===== src/rtl/serial_rx_pkg.sv =====
package serial_rx_pkg;
   typedef enum logic [2:0] {
      RX_IDLE,
      RX_START,
      RX_DATA,
      RX_PARITY,
      RX_STOP,
      RX_HUNT
   } rx_state_t;
endpackage


===== src/rtl/rx_sync.sv =====
module rx_sync #(
   parameter int STAGES = 2
) (
   input  logic clk,
   input  logic rst,
   input  logic d,
   output logic q
);
   generate
      if (STAGES < 2) begin : g_bad_stages
         $error("rx_sync: STAGES must be at least 2");
      end
   endgenerate

   logic [STAGES-1:0] chain;

   // Reset to the idle level so no false start follows reset.
   always_ff @(posedge clk or posedge rst) begin
      if (rst) chain <= '1;
      else     chain <= {chain[STAGES-2:0], d};
   end

   assign q = chain[STAGES-1];
endmodule


===== src/rtl/rx_frame.sv =====
module rx_frame
   import serial_rx_pkg::*;
#(
   parameter int DATA_W     = 8,
   parameter int OVERSAMPLE = 16
) (
   input  logic              clk,
   input  logic              rst,
   input  logic              rx_s,
   output logic              done,
   output logic [DATA_W-1:0] data,
   output logic              par_bit,
   output logic              stop_bit
);
   localparam int CNT_W = (OVERSAMPLE > 2) ? $clog2(OVERSAMPLE) : 1;
   localparam int IDX_W = $clog2(DATA_W + 1);
   localparam logic [CNT_W-1:0] MID_CNT  = CNT_W'(OVERSAMPLE / 2 - 1);
   localparam logic [CNT_W-1:0] LAST_CNT = CNT_W'(OVERSAMPLE - 1);
   localparam logic [IDX_W-1:0] LAST_IDX = IDX_W'(DATA_W - 1);

   rx_state_t         state;
   logic [CNT_W-1:0]  cnt;
   logic [IDX_W-1:0]  idx;
   logic [DATA_W-1:0] shreg;

   always_ff @(posedge clk or posedge rst) begin
      if (rst) begin
         state    <= RX_IDLE;
         cnt      <= '0;
         idx      <= '0;
         shreg    <= '0;
         par_bit  <= 1'b0;
         stop_bit <= 1'b1;
         done     <= 1'b0;
      end else begin
         done <= 1'b0;
         unique case (state)
            RX_IDLE: begin
               cnt <= '0;
               if (!rx_s) state <= RX_START;
            end
            RX_START: begin
               if (cnt == MID_CNT) begin
                  cnt   <= '0;
                  idx   <= '0;
                  state <= rx_s ? RX_IDLE : RX_DATA;
               end else begin
                  cnt <= cnt + 1'b1;
               end
            end
            RX_DATA: begin
               if (cnt == LAST_CNT) begin
                  cnt   <= '0;
                  shreg <= {rx_s, shreg[DATA_W-1:1]};
                  idx   <= idx + 1'b1;
                  if (idx == LAST_IDX) state <= RX_PARITY;
               end else begin
                  cnt <= cnt + 1'b1;
               end
            end
            RX_PARITY: begin
               if (cnt == LAST_CNT) begin
                  cnt     <= '0;
                  par_bit <= rx_s;
                  state   <= RX_STOP;
               end else begin
                  cnt <= cnt + 1'b1;
               end
            end
            RX_STOP: begin
               if (cnt == LAST_CNT) begin
                  cnt      <= '0;
                  stop_bit <= rx_s;
                  done     <= 1'b1;
                  state    <= rx_s ? RX_IDLE : RX_HUNT;
               end else begin
                  cnt <= cnt + 1'b1;
               end
            end
            RX_HUNT: begin
               if (rx_s) state <= RX_IDLE;
            end
            default: state <= RX_IDLE;
         endcase
      end
   end

   assign data = shreg;

   assert_done_single_R7: assert property (@(posedge clk) disable iff (rst)
      done |=> !done);
   assert_glitch_reject_R2: assert property (@(posedge clk) disable iff (rst)
      (state == RX_START && cnt == MID_CNT && rx_s) |=> (state == RX_IDLE));
   assert_hunt_hold_R6: assert property (@(posedge clk) disable iff (rst)
      (state == RX_HUNT && !rx_s) |=> (state == RX_HUNT));
endmodule


===== src/rtl/rx_status.sv =====
module rx_status #(
   parameter int DATA_W = 8
) (
   input  logic              clk,
   input  logic              rst,
   input  logic              done,
   input  logic [DATA_W-1:0] data,
   input  logic              par_bit,
   input  logic              stop_bit,
   input  logic              parity_odd,
   input  logic              rd_n,
   output logic [DATA_W-1:0] dout,
   output logic              ready,
   output logic              parity_err,
   output logic              frame_err,
   output logic              overrun
);
   logic [DATA_W-1:0] hold;
   logic              rd_q;
   logic              rd_fall;

   assign rd_fall = rd_q & ~rd_n;

   always_ff @(posedge clk or posedge rst) begin
      if (rst) begin
         rd_q       <= 1'b1;
         hold       <= '0;
         dout       <= '0;
         ready      <= 1'b0;
         parity_err <= 1'b0;
         frame_err  <= 1'b0;
         overrun    <= 1'b0;
      end else begin
         rd_q <= rd_n;
         if (rd_fall) begin
            dout    <= hold;
            ready   <= 1'b0;
            overrun <= 1'b0;
         end
         // A frame ending on the same edge as a read: the old byte is read,
         // the new one becomes pending, and no overrun is recorded.
         if (done) begin
            hold       <= data;
            ready      <= 1'b1;
            overrun    <= (overrun | ready) & ~rd_fall;
            parity_err <= (^data) ^ par_bit ^ parity_odd;
            frame_err  <= ~stop_bit;
         end
      end
   end

   assert_read_clears_R7: assert property (@(posedge clk) disable iff (rst)
      (rd_fall && !done) |=> (!ready && !overrun));
   assert_ready_source_R7: assert property (@(posedge clk) disable iff (rst)
      $rose(ready) |-> $past(done));
   assert_overrun_set_R8: assert property (@(posedge clk) disable iff (rst)
      (done && ready && !rd_fall) |=> overrun);
   assert_frame_flag_R6: assert property (@(posedge clk) disable iff (rst)
      done |=> (frame_err == !$past(stop_bit)));
endmodule


===== src/rtl/serial_byte_rx.sv =====
module serial_byte_rx #(
   parameter int DATA_W      = 8,
   parameter int OVERSAMPLE  = 16,
   parameter int SYNC_STAGES = 2
) (
   input  logic              clk_x16,
   input  logic              rst,
   input  logic              rx_line,
   input  logic              rd_n,
   input  logic              parity_odd,
   output logic [DATA_W-1:0] dout,
   output logic              ready,
   output logic              parity_err,
   output logic              frame_err,
   output logic              overrun
);
   generate
      if (DATA_W < 1) begin : g_bad_width
         $error("serial_byte_rx: DATA_W must be positive");
      end
      if (OVERSAMPLE < 4 || (OVERSAMPLE % 2) != 0) begin : g_bad_ovs
         $error("serial_byte_rx: OVERSAMPLE must be even and at least 4");
      end
   endgenerate

   logic              rx_s;
   logic              done;
   logic [DATA_W-1:0] data;
   logic              par_bit;
   logic              stop_bit;

   rx_sync #(.STAGES(SYNC_STAGES)) u_sync (
      .clk (clk_x16),
      .rst (rst),
      .d   (rx_line),
      .q   (rx_s)
   );

   rx_frame #(.DATA_W(DATA_W), .OVERSAMPLE(OVERSAMPLE)) u_frame (
      .clk      (clk_x16),
      .rst      (rst),
      .rx_s     (rx_s),
      .done     (done),
      .data     (data),
      .par_bit  (par_bit),
      .stop_bit (stop_bit)
   );

   rx_status #(.DATA_W(DATA_W)) u_status (
      .clk        (clk_x16),
      .rst        (rst),
      .done       (done),
      .data       (data),
      .par_bit    (par_bit),
      .stop_bit   (stop_bit),
      .parity_odd (parity_odd),
      .rd_n       (rd_n),
      .dout       (dout),
      .ready      (ready),
      .parity_err (parity_err),
      .frame_err  (frame_err),
      .overrun    (overrun)
   );
endmodule


===== config.mk =====
export PLATFORM = sky130hd
export DESIGN_NAME = serial_byte_rx
export DESIGN_NICKNAME = d
export VERILOG_FILES = /design/src/rtl/serial_rx_pkg.sv /design/src/rtl/rx_sync.sv /design/src/rtl/rx_frame.sv /design/src/rtl/rx_status.sv /design/src/rtl/serial_byte_rx.sv
export SDC_FILE = /design/constraint.sdc
export NUM_CORES = 1
export LEC_CHECK = 0
export ABC_AREA = 1
export BUFFER_PORTS_ARGS = -buffer_cell sky130_fd_sc_hd__buf_2
export CORE_UTILIZATION = 65
export CTS_BUF_LIST = sky130_fd_sc_hd__clkbuf_2 sky130_fd_sc_hd__clkbuf_4 sky130_fd_sc_hd__clkbuf_8
export CTS_CLUSTER_SIZE = 14
export DETAILED_ROUTE_END_ITERATION = 16
export PLACE_DENSITY = 0.95
export SLEW_MARGIN = 20
export SYNTH_ARGS = -nofsm -noshare
export SYNTH_HDL_FRONTEND = slang
export SYNTH_SLANG_ARGS = --single-unit

===== constraint.sdc =====
create_clock -name clk_x16 -period 3.1 [get_ports clk_x16]
set_clock_uncertainty 0.2 [all_clocks]
set_input_delay 0.155 -clock clk_x16 [delete_from_list [all_inputs] [get_ports clk_x16]]
set_output_delay 0.155 -clock clk_x16 [all_outputs]
set_load 0.01 [all_outputs]

==> reports/qor.txt <==
outcome -> finished, final reports clean
reg2reg start -> u_frame.cnt[0]$_DFFE_PP0P_
Yosys warnings -> 0
CTS Hold Bufs -> 3
vias in the first global route -> 1,513
Critical Path Source -> u_frame.cnt[0]$_DFFE_PP0P_
# fillers -> 222
Max IR drop VDD -> 0.336 mV
antenna cell count -> 0
Final Hold Vio Count -> 0
normalized max-slew margin -> 63.6%
via count -> 1,612
Comb pwr share -> 25.1%
Crit path max-delay family -> simple AND/OR/NAND/NOR gates
IO Count -> 17
Post-synth EDFFs -> 0
syn_nets -> 248
first-pass GRT wire length -> 6.18 mm
Iter 0 DRT Violations -> 57
Maximum Capacitance Violations -> 0
GP Congestion -> 0.908
area taken by multi-input logic gates -> 797 µm²
Avg Inst Size Synth -> 8.60 µm²
initial antenna violation count -> 0
Via density -> 5.22
crit path max fanout -> 17
crit path to -> u_frame.idx[2]$_DFFE_PP0P_
Post-CTS Setup Repair Bufs -> 0
clk_lat worst skew -> 360 ps
DIE AREA -> 3420 µm²
Max clock buf depth -> 2
switching share of power -> 34.0%
crit start category -> register
Placed Area -> 2200 µm²
root buf cell -> clkbuf_4
GRT Total Usage -> 24.8%
core area -> 3030 µm²
final wirelength -> 3.65 mm
adder-cell share of the synthesized area -> 1.21%
most used cell along the critical path -> a21oi_1
share of power burned in registers -> 52.3%
most frequently used flop master after synthesis -> dfrtp_1
Inst Count DP -> 298
most used routing layer -> met2
CTS tree -> yes
setup TNS -> 0 ps
Layout area overhead -> 10.7%
Max Clk Rate -> 530 MHz
Slew @ Worst Pin -> 546 ps
ys async rst share -> 100%
Yosys cell types -> 25
Die Width -> 58.5 µm
RSZ-0062 raised after global routing -> no
final hold slack -> 118 ps
Num Clock Sinks -> 45
Pwr Density -> 586 nW/µm²
post-synthesis sequential area ratio -> 54.6%
gr ovfl total -> 0
CP cell instances -> ha_1 > nand3_1 > inv_1 > nand2_4 > nand2_1 > o21ai_0 > a21oi_1 > a21oi_1
Synth area leader -> dfrtp_1
area share of the largest cell type after synthesis -> 49.5%
most frequent cells in the layout -> nand2_1, dfrtp_1, o21ai_0
Hold Crit Class -> input pin to register
CP Depth -> 8
P_int -> 887 µW
mux contribution to synthesized area -> 0%
Slew Viols, Final -> 0
simple-gate share of the synthesized area -> 20.7%
Cell Area, Synth -> 2070 µm²
DIE HEIGHT -> 58.5 µm
drt pass-1 iters -> 4
layout cell share with drive strength beyond 1 -> 15.1%
Synth Register Bits -> 45
crit end category -> register
top cells by area, synth -> dfrtp_1, nand2_1, o21ai_0
largest family of logic cells by synthesized area -> simple AND/OR/NAND/NOR gates
critical path class -> register to register
Register Area -> 1130 µm²
Post-Synth XOR/XNOR Area -> 3.80%
Max H-tree Level -> 2
crit path DAT -> 1930 ps
DRC Markers -> 0
met3 Use GR -> 5.93%
fin crit share -> 60.8%
Reg2Reg Setup Slack -> 1210 ps
leading cell type in the layout, fill and taps excluded -> nand2_1
setup violators final -> 0
Leak -> 0.00115 µW
R2R depth -> 8
Clk pwr share -> 22.7%
slowest stage delay, CP -> 410 ps
Placement Rows -> 20
Avg WL per Cell -> 11.8 µm
Num CTS Buffers -> 5
Final min period -> 1890 ps
Switch Pwr -> 457 µW
met2 usage -> 44.5%
grt met1 use -> 26.9%
hpwl dp -> 2.60 mm
Slowest-stage cell, CP -> dfrtp_1
total power -> 1340 µW
initial core utilization -> 68.4%
Antenna Violating Nets Remaining -> 0
final net count -> 271
Resize count post-CTS -> 0
fin area -> 2290 µm²
WP data required -> 3140 ps
IO buf count -> 16
cells after synthesis -> 241
FF-to-FF End -> u_frame.idx[2]$_DFFE_PP0P_
post-synthesis compound-gate area fraction -> 12.7%
final cell count without fillers -> 309
clock transition at the registers of the reported paths -> 120 ps
buffers and inverters on the worst path -> 1
largest net degree at the start of global routing -> 46
## power groups by stage
stage | logic, µW | clock network, µW | registers [µW]
6_report | 337 | 305 | 702
3_5_place_dp | 331 | 0 | 712
2_1_floorplan | 266 | 0 | 698
5_1_grt | 382 | 337 | 710
4_1_cts | 337 | 310 | 701
3_3_place_gp | 313 | 0 | 708
## cell families (layout without fill, tap and decap cells)
group / Yosys count / in the layout
AND/OR/NAND/NOR: 100 / 100
AO/OA/AOI/OAI: 47 / 47
flip-flops: 45 / 45
buffers and inverters: 38 / 62
XOR/XNOR: 9 / 9
adder cells (fa/ha/maj): 2 / 2
## sequential cells by signal (all words and copies together) (netlist names)
signal               count
u_frame.cnt              4
u_frame.data             8
u_frame.done             1
u_frame.idx              4
u_frame.par_bit          1
u_frame.state            3
u_frame.stop_bit         1
u_status.dout            8
u_status.frame_err       1
u_status.hold            8
u_status.overrun         1
u_status.parity_err      1
u_status.rd_q            1
u_status.ready           1
u_sync.chain             2
## cell usage after synthesis (2+ instances only)
library cell  number
inv_1             32
nand3_1           10
xnor2_1            5
nand2_2            2
a21oi_1            3
a21oi_4            2
o21ai_0           39
nor2_1             9
xor2_1             4
ha_1               2
dfstp_2            4
nand2_1           72
dfrtp_1           41
nor2_2             2
clkbuf_1           3
nor2_4             2
## how the worst min path moves through the flow
stage                from                              end  slack, ps  cells after the start
2_1_floorplan        rd_n          u_status.rd_q$_DFF_PP1_        -40                      0
6_report       parity_odd  u_status.parity_err$_DFFE_PP0P_        120                      6
3_5_place_dp      rx_line        u_sync.chain[0]$_DFF_PP1_         60                      1
3_3_place_gp      rx_line        u_sync.chain[0]$_DFF_PP1_         60                      1
4_1_cts        parity_odd  u_status.parity_err$_DFFE_PP0P_        110                      6
5_1_grt        parity_odd  u_status.parity_err$_DFFE_PP0P_        160                      6
## per-stage QoR
step                      setup WS, ps  utilization, %
final                             1210            75.8
after global routing              1100            75.8
after CTS                         1240            75.8
after detailed placement          1250            72.6
after global placement            1390            72.6
after floorplan                   1480               -
## cell type report
type                            count  share of cell area [%]
Sequential cell                    45                    49.3
Timing Repair Buffer               20                    5.13
Clock buffer                        8                    2.89
Inverter                           34                    5.56
Tap cell                           44                    2.40
Multi-Input combinational cell    158                    34.7
## per-layer routing
metal | vias to the layer above | part of all wire (%)
li1 | 805 | -
met2 | 35 | 52
met1 | 761 | 41
met3 | 11 | 3.9
met4 | 0 | 3.2
met5 | - | 0
## worst min-delay path: stages
cell,delay [ps]
buf_2,80
xnor2_1,70
nand3_1,110
nand3_1,70
nand3_1,100
nand2_1,60
Power figures use the tool's default switching activity.
